## config.mk

```make
export PLATFORM = sky130hd
export DESIGN_NAME = gath_seq
export DESIGN_NICKNAME = d
export VERILOG_FILES = /design/src/rtl/gath_pkg.sv /design/src/rtl/gath_idx_unpack.sv /design/src/rtl/gath_first_active.sv /design/src/rtl/gath_addr_gen.sv /design/src/rtl/gath_seq.sv
export SDC_FILE = /design/constraint.sdc
export NUM_CORES = 2
export LEC_CHECK = 0
export CAP_MARGIN = 20
export CORE_AREA = 2 2 575 577
export CTS_CLUSTER_DIAMETER = 120
export DETAILED_ROUTE_END_ITERATION = 16
export DIE_AREA = 0 0 577 579
export SYNTH_ARGS = -nofsm -noshare
export SYNTH_HDL_FRONTEND = slang
export SYNTH_SLANG_ARGS = --single-unit
```

## constraint.sdc

```tcl
create_clock -name clk -period 10.6 [get_ports clk]
set_clock_uncertainty 0.2 [all_clocks]
set_input_delay 1.06 -clock clk [delete_from_list [all_inputs] [get_ports clk]]
set_output_delay 1.06 -clock clk [all_outputs]
set_load 0.005 [all_outputs]
```

## src/rtl/gath_pkg.sv

```systemverilog
// Shared types for the gather sequencer.
// Assumes: nothing beyond IEEE 1800-2017.
package gath_pkg;
    typedef enum logic [1:0] {
        ST_IDLE  = 2'd0,
        ST_ISSUE = 2'd1,
        ST_WAIT  = 2'd2
    } seq_state_e;

    localparam logic [1:0] DSP_NONE = 2'b00;
    localparam logic [1:0] DSP_BYTE = 2'b01;
endpackage

```

## src/rtl/gath_idx_unpack.sv

```systemverilog
// Index unpacker: turns the packed index vector into one sign-extended
// address-width offset per lane, for 32-bit or 64-bit index layouts.
// Assumes: 64-bit indices exist only for the lower half of the lanes.
module gath_idx_unpack #(
    parameter int LANES  = 8,
    parameter int ELEM_W = 32,
    parameter int ADDR_W = 64
) (
    input  logic [LANES*ELEM_W-1:0]        idx_vec_i,
    input  logic                           idx64_i,
    output logic [LANES-1:0][ADDR_W-1:0]   lane_idx_o
);
    localparam int WIDE_W = 2 * ELEM_W;

    for (genvar l = 0; l < LANES; l++) begin : g_lane
        logic signed [ELEM_W-1:0] narrow;
        logic signed [WIDE_W-1:0] wide;
        assign narrow = idx_vec_i[l*ELEM_W +: ELEM_W];
        if (l < LANES / 2) begin : g_has_wide
            assign wide = idx_vec_i[l*WIDE_W +: WIDE_W];
        end else begin : g_no_wide
            assign wide = '0;
        end
        // Select the lane's offset according to the index layout.
        assign lane_idx_o[l] = idx64_i ? ADDR_W'(wide) : ADDR_W'(narrow);
    end
endmodule

```

## src/rtl/gath_first_active.sv

```systemverilog
// Priority picker: reports the lowest-numbered active lane.
// Assumes: act_i has one bit per lane; no clock.
module gath_first_active #(
    parameter int LANES  = 8,
    localparam int LANE_W = $clog2(LANES)
) (
    input  logic [LANES-1:0]  act_i,
    output logic              found_o,
    output logic [LANE_W-1:0] lane_o
);
    // Scan from the top so the lowest set lane wins.
    always_comb begin
        found_o = 1'b0;
        lane_o  = '0;
        for (int l = LANES - 1; l >= 0; l--) begin
            if (act_i[l]) begin
                found_o = 1'b1;
                lane_o  = LANE_W'(l);
            end
        end
    end
endmodule

```

## src/rtl/gath_addr_gen.sv

```systemverilog
// Address generator: base + (offset << scale) + sign-extended displacement.
// Assumes: offset already sign-extended to the address width; wraps mod 2^ADDR_W.
module gath_addr_gen #(
    parameter int ADDR_W = 64
) (
    input  logic [ADDR_W-1:0] base_i,
    input  logic [ADDR_W-1:0] offs_i,
    input  logic [1:0]        scale_i,
    input  logic [1:0]        disp_sz_i,
    input  logic [31:0]       disp_i,
    output logic [ADDR_W-1:0] addr_o
);
    import gath_pkg::*;

    logic [ADDR_W-1:0] disp_ext;

    // Extend the displacement according to its size code.
    always_comb begin
        case (disp_sz_i)
            DSP_NONE: disp_ext = '0;
            DSP_BYTE: disp_ext = ADDR_W'($signed(disp_i[7:0]));
            default:  disp_ext = ADDR_W'($signed(disp_i));
        endcase
    end

    assign addr_o = base_i + (offs_i << scale_i) + disp_ext;
endmodule

```

## src/rtl/gath_seq.sv

```systemverilog
// Masked gather sequencer top. Latches an operation on start, normalises the
// mask, zeroes unused lanes, then issues one read per active lane in
// ascending order and merges each result. A faulting read ends the run
// with partial results committed.
// Assumes: one request outstanding; responses arrive in order; ADDR_W == 2*ELEM_W.
module gath_seq #(
    parameter int MAX_LANES = 8,
    parameter int ELEM_W    = 32,
    parameter int ADDR_W    = 64,
    localparam int VEC_W    = MAX_LANES * ELEM_W,
    localparam int LANE_W   = $clog2(MAX_LANES)
) (
    input  logic              clk,
    input  logic              rst_n,
    input  logic              start_i,
    input  logic              wide_i,
    input  logic              idx64_i,
    input  logic [1:0]        scale_i,
    input  logic [1:0]        disp_sz_i,
    input  logic [31:0]       disp_i,
    input  logic [ADDR_W-1:0] base_i,
    input  logic [VEC_W-1:0]  index_i,
    input  logic [VEC_W-1:0]  mask_i,
    input  logic [VEC_W-1:0]  dest_i,
    output logic              req_valid_o,
    input  logic              req_ready_i,
    output logic [ADDR_W-1:0] req_addr_o,
    input  logic              rsp_valid_i,
    input  logic [ELEM_W-1:0] rsp_data_i,
    input  logic              rsp_fault_i,
    input  logic              rsp_trap_i,
    output logic              busy_o,
    output logic              done_o,
    output logic              fault_o,
    output logic              trap_o,
    output logic              resume_o,
    output logic [LANE_W-1:0] fault_lane_o,
    output logic [VEC_W-1:0]  dest_o,
    output logic [VEC_W-1:0]  mask_o
);
    import gath_pkg::*;

    localparam int CNT_W = LANE_W + 2;

    seq_state_e              state_q;
    logic                    wide_q, idx64_q;
    logic [1:0]              scale_q, dsz_q;
    logic [31:0]             disp_q;
    logic [ADDR_W-1:0]       base_q;
    logic [VEC_W-1:0]        index_q, dest_q, mask_q;
    logic                    done_q, fault_q, trap_q, resume_q, trap_pend_q;
    logic [LANE_W-1:0]       flane_q, cur_q;

    logic [CNT_W-1:0]        nelem_in, nelem_q;
    logic [VEC_W-1:0]        use_in_vec, use_q_vec;
    logic [VEC_W-1:0]        mask_load, dest_load;
    logic [MAX_LANES-1:0]    act;
    logic                    pick_found;
    logic [LANE_W-1:0]       pick_lane;
    logic [MAX_LANES-1:0][ADDR_W-1:0] lane_idx;

    // Element count for the requested and the latched mode.
    assign nelem_in = CNT_W'(wide_i  ? MAX_LANES : MAX_LANES / 2) >> idx64_i;
    assign nelem_q  = CNT_W'(wide_q  ? MAX_LANES : MAX_LANES / 2) >> idx64_q;

    // Per-lane in-use masks and the normalised load values.
    always_comb begin
        for (int l = 0; l < MAX_LANES; l++) begin
            use_in_vec[l*ELEM_W +: ELEM_W] = (CNT_W'(l) < nelem_in) ? '1 : '0;
            use_q_vec[l*ELEM_W +: ELEM_W]  = (CNT_W'(l) < nelem_q)  ? '1 : '0;
            mask_load[l*ELEM_W +: ELEM_W]  =
                ((CNT_W'(l) < nelem_in) && mask_i[l*ELEM_W + ELEM_W - 1]) ? '1 : '0;
        end
        dest_load = dest_i & use_in_vec;
    end

    // Active lanes are those whose mask MSB is still set.
    always_comb begin
        for (int l = 0; l < MAX_LANES; l++) begin
            act[l] = mask_q[l*ELEM_W + ELEM_W - 1];
        end
    end

    gath_first_active #(.LANES(MAX_LANES)) u_pick (
        .act_i   (act),
        .found_o (pick_found),
        .lane_o  (pick_lane)
    );

    gath_idx_unpack #(.LANES(MAX_LANES), .ELEM_W(ELEM_W), .ADDR_W(ADDR_W)) u_idx (
        .idx_vec_i  (index_q),
        .idx64_i    (idx64_q),
        .lane_idx_o (lane_idx)
    );

    gath_addr_gen #(.ADDR_W(ADDR_W)) u_addr (
        .base_i    (base_q),
        .offs_i    (lane_idx[pick_lane]),
        .scale_i   (scale_q),
        .disp_sz_i (dsz_q),
        .disp_i    (disp_q),
        .addr_o    (req_addr_o)
    );

    assign req_valid_o  = (state_q == ST_ISSUE) && pick_found;
    assign busy_o       = (state_q != ST_IDLE);
    assign done_o       = done_q;
    assign fault_o      = fault_q;
    assign trap_o       = trap_q;
    assign resume_o     = resume_q;
    assign fault_lane_o = flane_q;
    assign dest_o       = dest_q;
    assign mask_o       = mask_q;

    // Sequencer: latch, issue, wait for data, merge or stop on fault.
    always_ff @(posedge clk) begin
        if (!rst_n) begin
            state_q     <= ST_IDLE;
            wide_q      <= 1'b0;
            idx64_q     <= 1'b0;
            scale_q     <= '0;
            dsz_q       <= '0;
            disp_q      <= '0;
            base_q      <= '0;
            index_q     <= '0;
            dest_q      <= '0;
            mask_q      <= '0;
            done_q      <= 1'b0;
            fault_q     <= 1'b0;
            trap_q      <= 1'b0;
            resume_q    <= 1'b0;
            trap_pend_q <= 1'b0;
            flane_q     <= '0;
            cur_q       <= '0;
        end else begin
            done_q <= 1'b0;
            case (state_q)
                ST_IDLE: begin
                    if (start_i) begin
                        wide_q      <= wide_i;
                        idx64_q     <= idx64_i;
                        scale_q     <= scale_i;
                        dsz_q       <= disp_sz_i;
                        disp_q      <= disp_i;
                        base_q      <= base_i;
                        index_q     <= index_i;
                        mask_q      <= mask_load;
                        dest_q      <= dest_load;
                        fault_q     <= 1'b0;
                        trap_q      <= 1'b0;
                        resume_q    <= 1'b0;
                        trap_pend_q <= 1'b0;
                        flane_q     <= '0;
                        state_q     <= ST_ISSUE;
                    end
                end
                ST_ISSUE: begin
                    if (!pick_found) begin
                        done_q  <= 1'b1;
                        trap_q  <= trap_pend_q;
                        state_q <= ST_IDLE;
                    end else if (req_ready_i) begin
                        cur_q   <= pick_lane;
                        state_q <= ST_WAIT;
                    end
                end
                ST_WAIT: begin
                    if (rsp_valid_i) begin
                        if (rsp_fault_i) begin
                            done_q   <= 1'b1;
                            flane_q  <= cur_q;
                            fault_q  <= !trap_pend_q;
                            trap_q   <= trap_pend_q;
                            resume_q <= trap_pend_q;
                            state_q  <= ST_IDLE;
                        end else begin
                            dest_q[cur_q*ELEM_W +: ELEM_W] <= rsp_data_i;
                            mask_q[cur_q*ELEM_W +: ELEM_W] <= '0;
                            trap_pend_q <= trap_pend_q | rsp_trap_i;
                            state_q     <= ST_ISSUE;
                        end
                    end
                end
                default: state_q <= ST_IDLE;
            endcase
        end
    end

    // a pending request holds its address until accepted.
    p_req_hold_r4: assert property (@(posedge clk) disable iff (!rst_n)
        req_valid_o && !req_ready_i |=> req_valid_o && $stable(req_addr_o));

    // an accepted request is not followed at once by another.
    p_one_outstanding_r4: assert property (@(posedge clk) disable iff (!rst_n)
        req_valid_o && req_ready_i |=> !req_valid_o);

    // done lasts exactly one cycle.
    p_done_pulse_r8: assert property (@(posedge clk) disable iff (!rst_n)
        done_o |=> !done_o);

    // a run that ends without fault leaves no mask bit set.
    p_clean_finish_r8: assert property (@(posedge clk) disable iff (!rst_n)
        done_o && !fault_o && !resume_o |-> mask_o == '0);

    // lanes with no element stay zero while a run is in flight.
    p_tail_zero_r7: assert property (@(posedge clk) disable iff (!rst_n)
        busy_o |-> ((mask_q | dest_q) & ~use_q_vec) == '0);

    // once a run has started, mask bits are only ever cleared.
    p_mask_clear_only_r9: assert property (@(posedge clk) disable iff (!rst_n)
        busy_o && $past(busy_o) |-> (mask_q & ~$past(mask_q)) == '0);

    // fault and trap are never reported together.
    p_status_excl_r10: assert property (@(posedge clk) disable iff (!rst_n)
        done_o |-> !(fault_o && trap_o));
endmodule

```

==> metrics.txt <==
# TYPE chip_impl_metric gauge
chip_impl_metric{name="htree_num_levels",unit=""} 3
chip_impl_metric{name="cts_buffers",unit=""} 95
chip_impl_info{name="holdCritPathClass",value="reg2reg"} 1
chip_impl_metric{name="floorplan.initialDensity",unit="%"} 11.8
chip_impl_metric{name="path_clk_slew",unit="ns"} 0.06
chip_impl_metric{name="finalInstanceArea",unit="µm²"} 57800
chip_impl_metric{name="synthDominantCellAreaShare",unit="%"} 32.8
chip_impl_metric{name="route.detailed.drc",unit=""} 0
chip_impl_metric{name="via_count",unit=""} 39830
chip_impl_metric{name="worst_skew_pair.late_latency",unit="ns"} 0.85
chip_impl_metric{name="clock_tree.buffer_depth",unit=""} 4
chip_impl_metric{name="required_time_reported_for_the_critical_path_endpoint",unit="ns"} 9.34
chip_impl_metric{name="vdd.ir_drop.worst",unit="µV"} 122
chip_impl_metric{name="setup_viol",unit=""} 0
chip_impl_metric{name="utilization",unit="%"} 17.6
chip_impl_metric{name="yosys-mux-area-fraction",unit="%"} 6.01
chip_impl_metric{name="synthesis.instances",unit=""} 4877
chip_impl_info{name="synthMostInstantiatedCell",value="nand2_1"} 1
chip_impl_metric{name="grt_pass1_wl",unit="µm"} 351000
chip_impl_metric{name="layout-drive-gt1-share",unit="%"} 7.57
chip_impl_metric{name="post-route-period-util",unit="%"} 94.8
chip_impl_metric{name="antenna_violating_nets_post_route",unit=""} 0
chip_impl_metric{name="die_area",unit="µm²"} 334000
chip_impl_metric{name="detailedRoute.firstIterationViolations",unit=""} 3403
chip_impl_metric{name="nets",unit=""} 6716
chip_impl_metric{name="period_minus_slack",unit="ns"} 10.05
chip_impl_metric{name="wirelength",unit="µm"} 276000
chip_impl_info{name="ys.flop_type",value="dfxtp_1"} 1
chip_impl_metric{name="number_of_failing_hold_endpoints_at_the_final_stage",unit=""} 0
chip_impl_metric{name="ys_ff_latch",unit=""} 634
chip_impl_metric{name="pwr_density_cell",unit="nW/µm²"} 180
chip_impl_metric{name="postSynth.asyncResetShare",unit="%"} 0
chip_impl_metric{name="place_worst_setup_slack",unit="ns"} 1.18
chip_impl_metric{name="synth_fp_nets",unit=""} 5918
chip_impl_metric{name="synth_compound_area_share",unit="%"} 25.3
chip_impl_metric{name="floorplan.io_pins",unit=""} 1494
chip_impl_info{name="cts_tree",value="built"} 1
chip_impl_info{name="setup_repair_after_global_routing_missed_its_margin",value="false"} 1
chip_impl_metric{name="hpwl",unit="µm"} 225000
chip_impl_metric{name="grt_overflow",unit=""} 0
chip_impl_metric{name="relSlewSlack",unit="%"} 11.1
chip_impl_metric{name="leakage",unit="µW"} 0.0215
chip_impl_metric{name="timing.critical_path.arrival",unit="ns"} 8.79
chip_impl_metric{name="syn_avg_cell_area",unit="µm²"} 7.94
chip_impl_metric{name="timing_max_transition_violations_final",unit=""} 0
chip_impl_metric{name="first_global_vias",unit=""} 36962
chip_impl_metric{name="placement.io_buffers",unit=""} 1245
chip_impl_metric{name="ys.warnings.count",unit=""} 0
chip_impl_metric{name="wire_per_inst",unit="µm"} 27.1
chip_impl_metric{name="post-cts-setup-buffers",unit=""} 0
chip_impl_info{name="synth_top_family_by_area",value="compound AO/OA/AOI/OAI gates"} 1
chip_impl_metric{name="maxClockFrequency",unit="MHz"} 99.5
chip_impl_metric{name="synth_sequential_area_ratio",unit="%"} 32.8
chip_impl_metric{name="grt_antenna_before_repair",unit=""} 144
chip_impl_info{name="result_of_the_run",value="completed"} 1
chip_impl_metric{name="n_fill_cell",unit=""} 37135
chip_impl_metric{name="worstMarginPinSlew",unit="ns"} 1.33
chip_impl_metric{name="final_setup_tns",unit="ns"} 0
chip_impl_info{name="worst-setup-path-type",value="reg2out"} 1
chip_impl_metric{name="drt_first_pass_iters",unit=""} 6
chip_impl_metric{name="critPathMaxFanout",unit=""} 35
chip_impl_metric{name="synth_enable_flop_cells",unit=""} 0
chip_impl_info{name="cts-root-buf",value="clkbuf_16"} 1
chip_impl_metric{name="share_of_synthesized_cell_area_in_and_or_nand_and_nor_gates",unit="%"} 18.1
chip_impl_metric{name="max_cap_violation_count",unit=""} 0
chip_impl_metric{name="yosysUniqueCellTypes",unit=""} 85
chip_impl_metric{name="power",unit="µW"} 10400
chip_impl_metric{name="synth-adder-area-share",unit="%"} 5.51
chip_impl_metric{name="fin_ws",unit="ns"} 0.548
chip_impl_metric{name="gp_routability_congestion",unit=""} 0.881
chip_impl_info{name="leading_cell_types_by_total_area_after_synthesis",value="dfxtp_1, nand2_1, a21boi_0"} 1
chip_impl_metric{name="synthXorXnorAreaFrac",unit="%"} 1.43
chip_impl_metric{name="chipWidth",unit="µm"} 577
chip_impl_metric{name="overall_fraction_of_global_route_tracks_in_use",unit="%"} 15.7
chip_impl_info{name="synth.cells.most_frequent",value="nand2_1, dfxtp_1, a21boi_0"} 1
chip_impl_metric{name="pin_count_of_the_biggest_net_entering_global_routing",unit=""} 197
chip_impl_metric{name="flow.area_growth_from_synthesis",unit="%"} 49.2
chip_impl_info{name="start_kind",value="flop"} 1
chip_impl_metric{name="postPlaceCellArea",unit="µm²"} 54400
chip_impl_metric{name="detail_route.vias_per_cell",unit=""} 3.91
chip_impl_metric{name="die_y",unit="µm"} 579
chip_impl_info{name="cp-end-kind",value="output pin"} 1
chip_impl_metric{name="tritoncts_num_sinks",unit=""} 634
chip_impl_metric{name="core-area",unit="µm²"} 329000
chip_impl_metric{name="syn-cell-area",unit="µm²"} 38700
chip_impl_info{name="synth_largest_area_cell",value="dfxtp_1"} 1
chip_impl_metric{name="core.rowCount",unit=""} 211
-- repair_timing --
item,4_1_cts,5_1_grt
setup endpoints to repair,0,2
gates resized for setup,0,3
hold buffers,0,0
-- logic make-up (layout without fill, tap and decap cells) --
logic type	Yosys count	after routing
DFF	634	634
AOI/OAI and AO/OA	1324	1325
xor gates and xnor gates	63	63
adders and majority gates	132	132
buffers and inverters	846	1716
and+or+nand+nor	1691	1691
muxes	187	187
other	0	62
-- critical path, stage by stage, from the launching register on --
cell,delay [ns]
dfxtp_2,0.86
inv_1,0.09
buf_4,0.18
o211a_1,0.16
a221o_4,0.49
mux2i_1,0.31
a21oi_2,0.16
nor2_4,0.60
a21oi_1,0.13
o21ai_1,0.40
mux2i_1,0.24
mux2i_1,0.56
fa_1,0.30
inv_1,0.06
ha_1,0.40
a21o_1,0.20
nand2_1,0.06
nand2_1,0.06
a2111oi_0,0.52
o41ai_1,0.19
a32o_1,0.23
a31oi_1,0.37
a32oi_1,0.25
a41oi_1,0.30
xnor2_1,0.18
clkdlybuf4s50_1,0.60
-- stage by stage --
| stage | instances | hold slack, ns |
|---|---|---|
| after global routing | 10145 | 0.283 |
| final | 10176 | 0.263 |
| after floorplan | 4877 | 0.239 |
| after global placement | 9941 | 0.255 |
| after CTS | 10112 | 0.265 |
| after detailed placement | 9942 | 0.258 |
-- layout by cell type (no fill, tap or decap), drive strengths merged, types with 24 or more instances in the layout --
cell type / count
nand3: 169
mux2i: 120
a22oi: 102
nor2: 266
diode: 62
o211a: 131
fa: 64
nand2: 1097
a21o: 40
inv: 173
xnor2: 41
a31oi: 37
and3: 32
a211o: 24
o21ai: 134
a21boi: 366
clkbuf: 121
nand4: 42
buf: 146
mux4: 33
ha: 68
a32oi: 95
a21oi: 160
clkdlybuf4s50: 1240
a211oi: 161
mux2: 34
dfxtp: 634
-- routing by layer --
metal  vias to the layer above  track usage [%]  part of all wire, %
met3                       434             9.53                   15
met2                      1921             20.5                   38
met5                         -                0                 0.14
li1                      18395                -                    -
met1                     19018             20.6                   44
met4                        62             5.46                  3.4
-- sequential cells by signal (all words and copies together) (netlist names), 2 cells and up --
signal        count
dest_o          256
index_q         256
base_q           64
disp_q           32
mask_o            8
cur_q             3
fault_lane_o      3
dsz_q             2
scale_q           2
state_q           2
-- final cells by class --
| type | count | area (µm²) | area share, % |
|---|---|---|---|
| Multi-Input combinational cell | 3398 | 22000 | 38.0 |
| Timing Repair Buffer | 1386 | 13700 | 23.7 |
| Sequential cell | 634 | 12700 | 22.0 |
| Tap cell | 4366 | 5460 | 9.46 |
| Clock buffer | 121 | 2630 | 4.54 |
| Inverter | 160 | 604 | 1.05 |
| Clock inverter | 49 | 573 | 0.992 |
| Antenna cell | 62 | 155 | 0.269 |
-- path summary, 6_finish.rpt --
path	end	from	slack [ns]	depth (start not counted)
setup / recovery	req_addr_o[56]	mask_o[159]$_SDFFE_PN0P_	0.55	25
hold / removal	disp_q[5]$_SDFFE_PN0P_	disp_q[5]$_SDFFE_PN0P_	0.26	2
setup reg to reg	dest_o[63]$_SDFFE_PN0P_	cur_q[0]$_SDFFE_PN0P_	6.62	12
hold reg to reg	disp_q[5]$_SDFFE_PN0P_	disp_q[5]$_SDFFE_PN0P_	0.26	2
-- report_power, final --
part | total (µW) | internal, µW | leakage (µW) | switching, µW
clock network | 3360 | 1960 | 0.00157 | 1400
logic | 4190 | 1670 | 0.0147 | 2520
registers | 2840 | 2640 | 0.00522 | 201
total | 10400 | 6270 | 0.0215 | 4120
No activity file was read; power rests on OpenSTA's default activity.
